$ cat src/rtl/assoc_lookup_pkg.sv
package assoc_lookup_pkg;
    localparam int unsigned DEF_ENTRIES = 16;
    localparam int unsigned DEF_WIDTH   = 16;

    function automatic int unsigned idx_bits(input int unsigned n);
        return (n > 1) ? $clog2(n) : 1;
    endfunction
endpackage

$ cat src/rtl/al_store.sv
module al_store #(
    parameter int unsigned ENTRIES = 16,
    parameter int unsigned WIDTH   = 16,
    parameter int unsigned IDXW    = 4
) (
    input  logic                            clk,
    input  logic                            rst_n,
    input  logic                            wr_en,
    input  logic [IDXW-1:0]                 wr_idx,
    input  logic [WIDTH-1:0]                wr_word,
    input  logic                            wr_valid,
    output logic [ENTRIES-1:0][WIDTH-1:0]   words_o,
    output logic [ENTRIES-1:0]              vld_o
);
    typedef struct packed {
        logic                           pend_en;
        logic [IDXW-1:0]                pend_idx;
        logic [WIDTH-1:0]               pend_word;
        logic                           pend_vld;
        logic [ENTRIES-1:0][WIDTH-1:0]  mem;
        logic [ENTRIES-1:0]             vld;
    } st_t;

    st_t st_d, st_q;

    // A write is held for one cycle before it is committed, so a search
    // presented at the same edge compares against the old contents.
    always_comb begin
        st_d           = st_q;
        st_d.pend_en   = wr_en;
        st_d.pend_idx  = wr_idx;
        st_d.pend_word = wr_word;
        st_d.pend_vld  = wr_valid;
        if (st_q.pend_en && (int'(st_q.pend_idx) < ENTRIES)) begin
            st_d.mem[st_q.pend_idx] = st_q.pend_word;
            st_d.vld[st_q.pend_idx] = st_q.pend_vld;
        end
    end

    always_ff @(posedge clk or negedge rst_n) begin
        if (!rst_n) st_q <= '0;
        else        st_q <= st_d;
    end

    assign words_o = st_q.mem;
    assign vld_o   = st_q.vld;


    commit_vld_chk: assert property (@(posedge clk) disable iff (!rst_n)
        st_q.pend_en |=> (vld_o[$past(st_q.pend_idx)] == $past(st_q.pend_vld)));
endmodule

$ cat src/rtl/al_match.sv
module al_match #(
    parameter int unsigned ENTRIES = 16,
    parameter int unsigned WIDTH   = 16
) (
    input  logic                            clk,
    input  logic                            rst_n,
    input  logic                            go,
    input  logic [WIDTH-1:0]                key,
    input  logic [WIDTH-1:0]                care,
    input  logic [ENTRIES-1:0][WIDTH-1:0]   words_i,
    input  logic [ENTRIES-1:0]              vld_i,
    output logic                            tags_v_o,
    output logic [ENTRIES-1:0]              tags_o
);
    typedef struct packed {
        logic                   s1_v;
        logic [WIDTH-1:0]       cmp;
        logic [WIDTH-1:0]       msk;
        logic                   s2_v;
        logic [ENTRIES-1:0]     tags;
    } st_t;

    st_t st_d, st_q;
    logic [ENTRIES-1:0] word_hit;

    // One comparator per stored word, all fed by the broadcast comparand.
    for (genvar i = 0; i < ENTRIES; i++) begin : g_cell
        assign word_hit[i] = vld_i[i] &&
                             (((words_i[i] ^ st_q.cmp) & st_q.msk) == '0);
    end

    always_comb begin
        st_d      = st_q;
        st_d.s1_v = go;
        if (go) begin
            st_d.cmp = key;
            st_d.msk = care;
        end
        st_d.s2_v = st_q.s1_v;
        if (st_q.s1_v) st_d.tags = word_hit;
    end

    always_ff @(posedge clk or negedge rst_n) begin
        if (!rst_n) st_q <= '0;
        else        st_q <= st_d;
    end

    assign tags_v_o = st_q.s2_v;
    assign tags_o   = st_q.tags;


    invalid_no_tag_chk: assert property (@(posedge clk) disable iff (!rst_n)
        st_q.s2_v |-> ((st_q.tags & ~$past(vld_i)) == '0));
endmodule

$ cat src/rtl/al_gather.sv
module al_gather #(
    parameter int unsigned ENTRIES = 16,
    parameter int unsigned IDXW    = 4
) (
    input  logic                clk,
    input  logic                rst_n,
    input  logic                tags_v_i,
    input  logic [ENTRIES-1:0]  tags_i,
    output logic                res_valid_o,
    output logic                hit_o,
    output logic                multi_o,
    output logic [IDXW-1:0]     idx_o,
    output logic [ENTRIES-1:0]  tags_o
);
    localparam logic [ENTRIES-1:0] ONE = ENTRIES'(1);

    typedef struct packed {
        logic               rv;
        logic               hit;
        logic               multi;
        logic [IDXW-1:0]    idx;
        logic [ENTRIES-1:0] tags;
    } st_t;

    st_t st_d, st_q;

    always_comb begin
        logic found;
        logic second;
        logic [IDXW-1:0] low;
        found  = 1'b0;
        second = 1'b0;
        low    = '0;
        for (int i = 0; i < ENTRIES; i++) begin
            if (tags_i[i]) begin
                if (found) second = 1'b1;
                else begin
                    found = 1'b1;
                    low   = IDXW'(i);
                end
            end
        end
        st_d    = st_q;
        st_d.rv = tags_v_i;
        if (tags_v_i) begin
            st_d.hit   = found;
            st_d.multi = second;
            st_d.idx   = low;
            st_d.tags  = tags_i;
        end
    end

    always_ff @(posedge clk or negedge rst_n) begin
        if (!rst_n) st_q <= '0;
        else        st_q <= st_d;
    end

    assign res_valid_o = st_q.rv;
    assign hit_o       = st_q.hit;
    assign multi_o     = st_q.multi;
    assign idx_o       = st_q.idx;
    assign tags_o      = st_q.tags;


    lowest_idx_chk: assert property (@(posedge clk) disable iff (!rst_n)
        (res_valid_o && hit_o) |-> (tags_o[idx_o] &&
            ((tags_o & ((ONE << idx_o) - ONE)) == '0)));


    multi_has_hit_chk: assert property (@(posedge clk) disable iff (!rst_n)
        (res_valid_o && multi_o) |-> (hit_o && ($countones(tags_o) > 1)));
endmodule

$ cat src/rtl/assoc_lookup.sv
module assoc_lookup
    import assoc_lookup_pkg::*;
#(
    parameter int unsigned ENTRIES = DEF_ENTRIES,
    parameter int unsigned WIDTH   = DEF_WIDTH,
    localparam int unsigned IDXW   = idx_bits(ENTRIES)
) (
    input  logic                clk,
    input  logic                rst_n,
    input  logic                srch_go,
    input  logic [WIDTH-1:0]    srch_key,
    input  logic [WIDTH-1:0]    srch_care,
    input  logic                wr_en,
    input  logic [IDXW-1:0]     wr_idx,
    input  logic [WIDTH-1:0]    wr_word,
    input  logic                wr_valid,
    output logic                res_valid,
    output logic                res_hit,
    output logic                res_multi,
    output logic [IDXW-1:0]     res_idx,
    output logic [ENTRIES-1:0]  res_tags
);
    logic [ENTRIES-1:0][WIDTH-1:0] words;
    logic [ENTRIES-1:0]            vld;
    logic                          tags_v;
    logic [ENTRIES-1:0]            tags;

    al_store #(.ENTRIES(ENTRIES), .WIDTH(WIDTH), .IDXW(IDXW)) u_store (
        .clk(clk), .rst_n(rst_n), .wr_en(wr_en), .wr_idx(wr_idx),
        .wr_word(wr_word), .wr_valid(wr_valid),
        .words_o(words), .vld_o(vld)
    );

    al_match #(.ENTRIES(ENTRIES), .WIDTH(WIDTH)) u_match (
        .clk(clk), .rst_n(rst_n), .go(srch_go), .key(srch_key),
        .care(srch_care), .words_i(words), .vld_i(vld),
        .tags_v_o(tags_v), .tags_o(tags)
    );

    al_gather #(.ENTRIES(ENTRIES), .IDXW(IDXW)) u_gather (
        .clk(clk), .rst_n(rst_n), .tags_v_i(tags_v), .tags_i(tags),
        .res_valid_o(res_valid), .hit_o(res_hit), .multi_o(res_multi),
        .idx_o(res_idx), .tags_o(res_tags)
    );


    result_latency_chk: assert property (@(posedge clk) disable iff (!rst_n)
        res_valid |-> $past(srch_go, 3));
endmodule

$ cat config.mk
export PLATFORM = sky130hd
export DESIGN_NAME = assoc_lookup
export DESIGN_NICKNAME = d
export VERILOG_FILES = /design/src/rtl/assoc_lookup_pkg.sv /design/src/rtl/al_store.sv /design/src/rtl/al_match.sv /design/src/rtl/al_gather.sv /design/src/rtl/assoc_lookup.sv
export SDC_FILE = /design/constraint.sdc
export NUM_CORES = 1
export LEC_CHECK = 0
export ABC_AREA = 1
export BUFFER_PORTS_ARGS = -buffer_cell sky130_fd_sc_hd__buf_4
export CAP_MARGIN = 20
export CORE_UTILIZATION = 45
export DETAILED_ROUTE_END_ITERATION = 10
export GPL_TIMING_DRIVEN = 0
export PLACE_DENSITY = 0.6
export SETUP_SLACK_MARGIN = 0.02
export SKIP_CTS_REPAIR_TIMING = 1
export SLEW_MARGIN = 15
export SYNTH_ARGS = -nofsm -noshare
export SYNTH_HDL_FRONTEND = slang
export SYNTH_HIERARCHICAL = 1
export SYNTH_SLANG_ARGS = --single-unit
$ cat constraint.sdc
create_clock -name clk -period 2.75 [get_ports clk]
set_input_delay 0.275 -clock clk [delete_from_list [all_inputs] [get_ports clk]]
set_output_delay 0.275 -clock clk [all_outputs]
set_load 0.05 [all_outputs]
==> results.yml <==
detailed_routing:
  drtPass1Iterations: 6
  drc: 0
  drt.antenna.violating_nets: 0
  drt-total-wl_um: 70310
  routedWlPerCell_um: 17.90
  drt-vias-per-instance: 5.013
  initialDrtViolationCount: 1821
  num_vias: 19695
grt:
  grt_pass1_wl_um: 107700
  first_global_vias: 18416
  grt-ovfl-total: 0
  grt_max_degree: 99
  antenna_found_initial: 0
  grt_use_total_pct: 28.71
layout:
  instances_no_fill: 3929
  postLayoutCoreUtil_pct: 53.41
  fillers: 4656
  antenna_cells: 0
  nets: 3337
  drive_above_1_share_pct: 19.55
  syn_to_final_growth_pct: 16.60
die:
  row_count: 80
  start_util_pct: 45.81
  die_y_um: 222.9
  core_mm2: 0.04795
  die_w_um: 222.9
  die_area_mm2: 0.04970
  io_pins: 80
clock_network:
  cts_buffers: 45
  clock_path_buffers: 3
  cts_tree: "yes"
  clk_pin_slew_ns: 0.06
  cts_num_sinks: 367
  clkLatencyLatePin_ns: 0.59
  htreeDepth: 2
  root_buffer: "clkbuf_16"
power:
  clkPwrFrac_pct: 35.7
  switching_share_pct: 30.42
  finalPower_mw: 17.98
  power.switching_mw: 5.470
  seq_power_share_pct: 37.9
  power_density_mw_per_mm2: 702.1
  combPwrFrac_pct: 26.4
  p_leak_nw: 13.80
  ir_worst_vdd_mv: 0.4472
  intPower_mw: 12.51
yosys:
  syn_area_mm2: 0.02196
  synth_xor_area_share_pct: 0
  synth_top_family_by_area: "simple AND/OR/NAND/NOR gates"
  synth.ff_latch_count: 367
  ys_warn_count: 6
  synth_compound_gate_area_share_pct: 5.383
  synthAdderAreaFrac_pct: 0
  ys_seq_area_share_pct: 41.81
  netlist.area_leader.share_pct: 41.81
  synthSimpleGateAreaFrac_pct: 33.53
  yosysTopAreaCell: "dfrtp_1"
  syn_nets: 3150
  synth.area.mux_share_pct: 0.7178
  netlist_instances: 3093
  ys_top_cells_by_area: "dfrtp_1, nand2_1, buf_4"
  yosys.cell_types.count: 34
  post_synth.cell_area_avg_um2: 7.101
sta:
  final_hold_viol_count: 0
  final_max_slew_viol_count: 0
  slew_headroom_pct: 25.66
  rsz0062_at_grt: "false"
  worst_pin_slew_ns: 1.115
  fmax_mhz: 454.6
  setup_viol: 0
  tns_ns: 0
  fin_crit_sh_pct: 79.99
  layout_min_cycle_time_ns: 2.200
  clock_skew_ns: 0.02417
place:
  dpl.cell_count: 3791
  place_hpwl_um: 51850
  routabilityCongestion: 0.9279
  io_buffers: 79
setup_path:
  critical_path_required_ns: 3.26
  worst_ep_arrival_time_ns: 2.71
  crit_path_end_kind: "register"
  critPathLaunchType: "register"
  worstSetupPathType: "register to register"
  cp_max_fo: 2
flow_run:
  maxCapViolCount: 0
status:
  status: "completed"
min_path:
  holdCritPathClass: "input pin to asynchronous set/reset pin"
## power by group through the flow
stage / Clock [mW] / Sequential (mW) / Combinational, mW
finish: 6.42 / 6.82 / 4.74
global route: 6.75 / 6.91 / 5.33
CTS: 6.55 / 6.80 / 4.67
detailed placement: 0 / 6.89 / 4.65
global placement: 0 / 6.86 / 4.52
floorplan: 0 / 6.80 / 3.53
## worst max-delay path: stages, from the launching register on
cell and delay [ns]:
dfrtp_1 0.45, buf_4 0.18, inv_1 0.04, nand2_1 0.04
nand3_1 0.06, nand2_1 0.10, nor2_1 0.34, nand2_1 0.17
nor2_1 0.37, nand2_1 0.25, nand2_1 0.11
## cells by family after synthesis
logic type	count (synthesis)
compound gates	218
buf+inv	715
flops	367
mux	14
simple gates	1779
## path summary, 6_finish.rpt
path                                                  from                                to  slack [ns]  depth (start not counted)
max                        u_store/words_o[31]$_DFFE_PN0P_     u_match/tags_o[1]$_DFFE_PN0P_        0.55                         10
min                                                  rst_n     u_gather/idx_o[3]$_DFFE_PN0P_        0.26                          2
max reg2reg                u_store/words_o[31]$_DFFE_PN0P_     u_match/tags_o[1]$_DFFE_PN0P_        0.55                         10
min reg2reg                     u_match/st_d[16]$_DFF_PN0_        u_match/tags_v_o$_DFF_PN0_        0.38                          0
max in group asynchronous                            rst_n  u_store/words_o[139]$_DFFE_PN0P_        0.92                          5
min in group clk                                wr_word[4]       u_store/st_q[277]$_DFF_PN0_        0.34                          2
## cell type report
type | count | area [um2] | area share (%)
Inverter | 259 | 993.5 | 3.879
Multi-Input combinational cell | 2011 | 8703 | 33.98
Timing Repair Buffer | 140 | 1286 | 5.022
Clock inverter | 15 | 262.8 | 1.026
Buffer | 456 | 3083 | 12.04
Clock buffer | 66 | 1328 | 5.184
Sequential cell | 367 | 9184 | 35.86
Tap cell | 615 | 769.5 | 3.005
## state kept, by name, summed over array words and instances, names as in the netlist
| register | count |
|---|---|
| u_gather/res_valid_o | 1 |
| u_store/words_o | 256 |
| u_store/vld_o | 16 |
| u_gather/idx_o | 4 |
| u_match/st_d | 1 |
| u_store/st_q | 22 |
| u_match/tags_o | 16 |
| u_match/tags_v_o | 1 |
| u_match/st_q | 32 |
| u_gather/multi_o | 1 |
| u_gather/tags_o | 16 |
| u_gather/hit_o | 1 |
## metal layers
layer	vias to the layer above	global-route usage [%]	part of all wire, %
li1	9612	-	-
met1	9336	39.52	44
met2	618	45.84	46
met3	129	4.359	6.6
met4	0	10.46	3.6
met5	-	0	0
## layout by cell type (no fill, tap or decap), types with 3 or more instances in the layout
| master | n |
|---|---|
| a21oi_1 | 79 |
| buf_16 | 4 |
| buf_2 | 72 |
| buf_4 | 395 |
| buf_6 | 10 |
| bufinv_16 | 7 |
| clkbuf_1 | 66 |
| clkbuf_16 | 47 |
| clkbuf_8 | 8 |
| clkinv_1 | 6 |
| clkinv_2 | 5 |
| dfrtp_1 | 367 |
| dlygate4sd3_1 | 56 |
| inv_1 | 240 |
| inv_2 | 6 |
| inv_4 | 4 |
| mux2_2 | 14 |
| nand2_1 | 1313 |
| nand2_2 | 27 |
| nand3_1 | 175 |
| nand3_2 | 6 |
| nand3_4 | 3 |
| nand4_1 | 71 |
| nor2_1 | 150 |
| nor2_2 | 14 |
| nor2_4 | 7 |
| o21ai_0 | 103 |
| o21bai_1 | 35 |
| or2_2 | 7 |
## stage by stage
stage / worst slack, ns / area, um2 / hold WS, ns
2_1_floorplan: 1.342 / 21960 / -0.02059
3_3_place_gp: -2.288 / 23330 / 0.3626
3_5_place_dp: 0.6473 / 23440 / 0.2828
4_1_cts: 0.6133 / 25030 / -0.3353
5_1_grt: 0.5790 / 25610 / 0.2898
6_report: 0.5502 / 25610 / 0.2609
## cell usage after synthesis
cell type     n
nor2_8        1
nor2_2       14
nand2_4       2
nand3_1     175
clkinv_1      6
buf_4       317
inv_2         6
nor2_1      150
nand2_1    1313
inv_1       240
o21ai_0     103
nor3_1        1
dfrtp_1     367
clkinv_2      1
mux2_2       14
nand3_2       6
clkinv_4      1
a21oi_1      79
or2_1         1
buf_12        1
buf_2        72
buf_1         1
or2_2         7
inv_4         4
nand4_1      71
nor2_4        7
buf_6        10
nand2_2      27
nand3_4       3
or2_0         1
o22a_1        1
clkbuf_1     55
o21bai_1     35
inv_6         1
No activity file was read; power rests on OpenSTA's default activity.
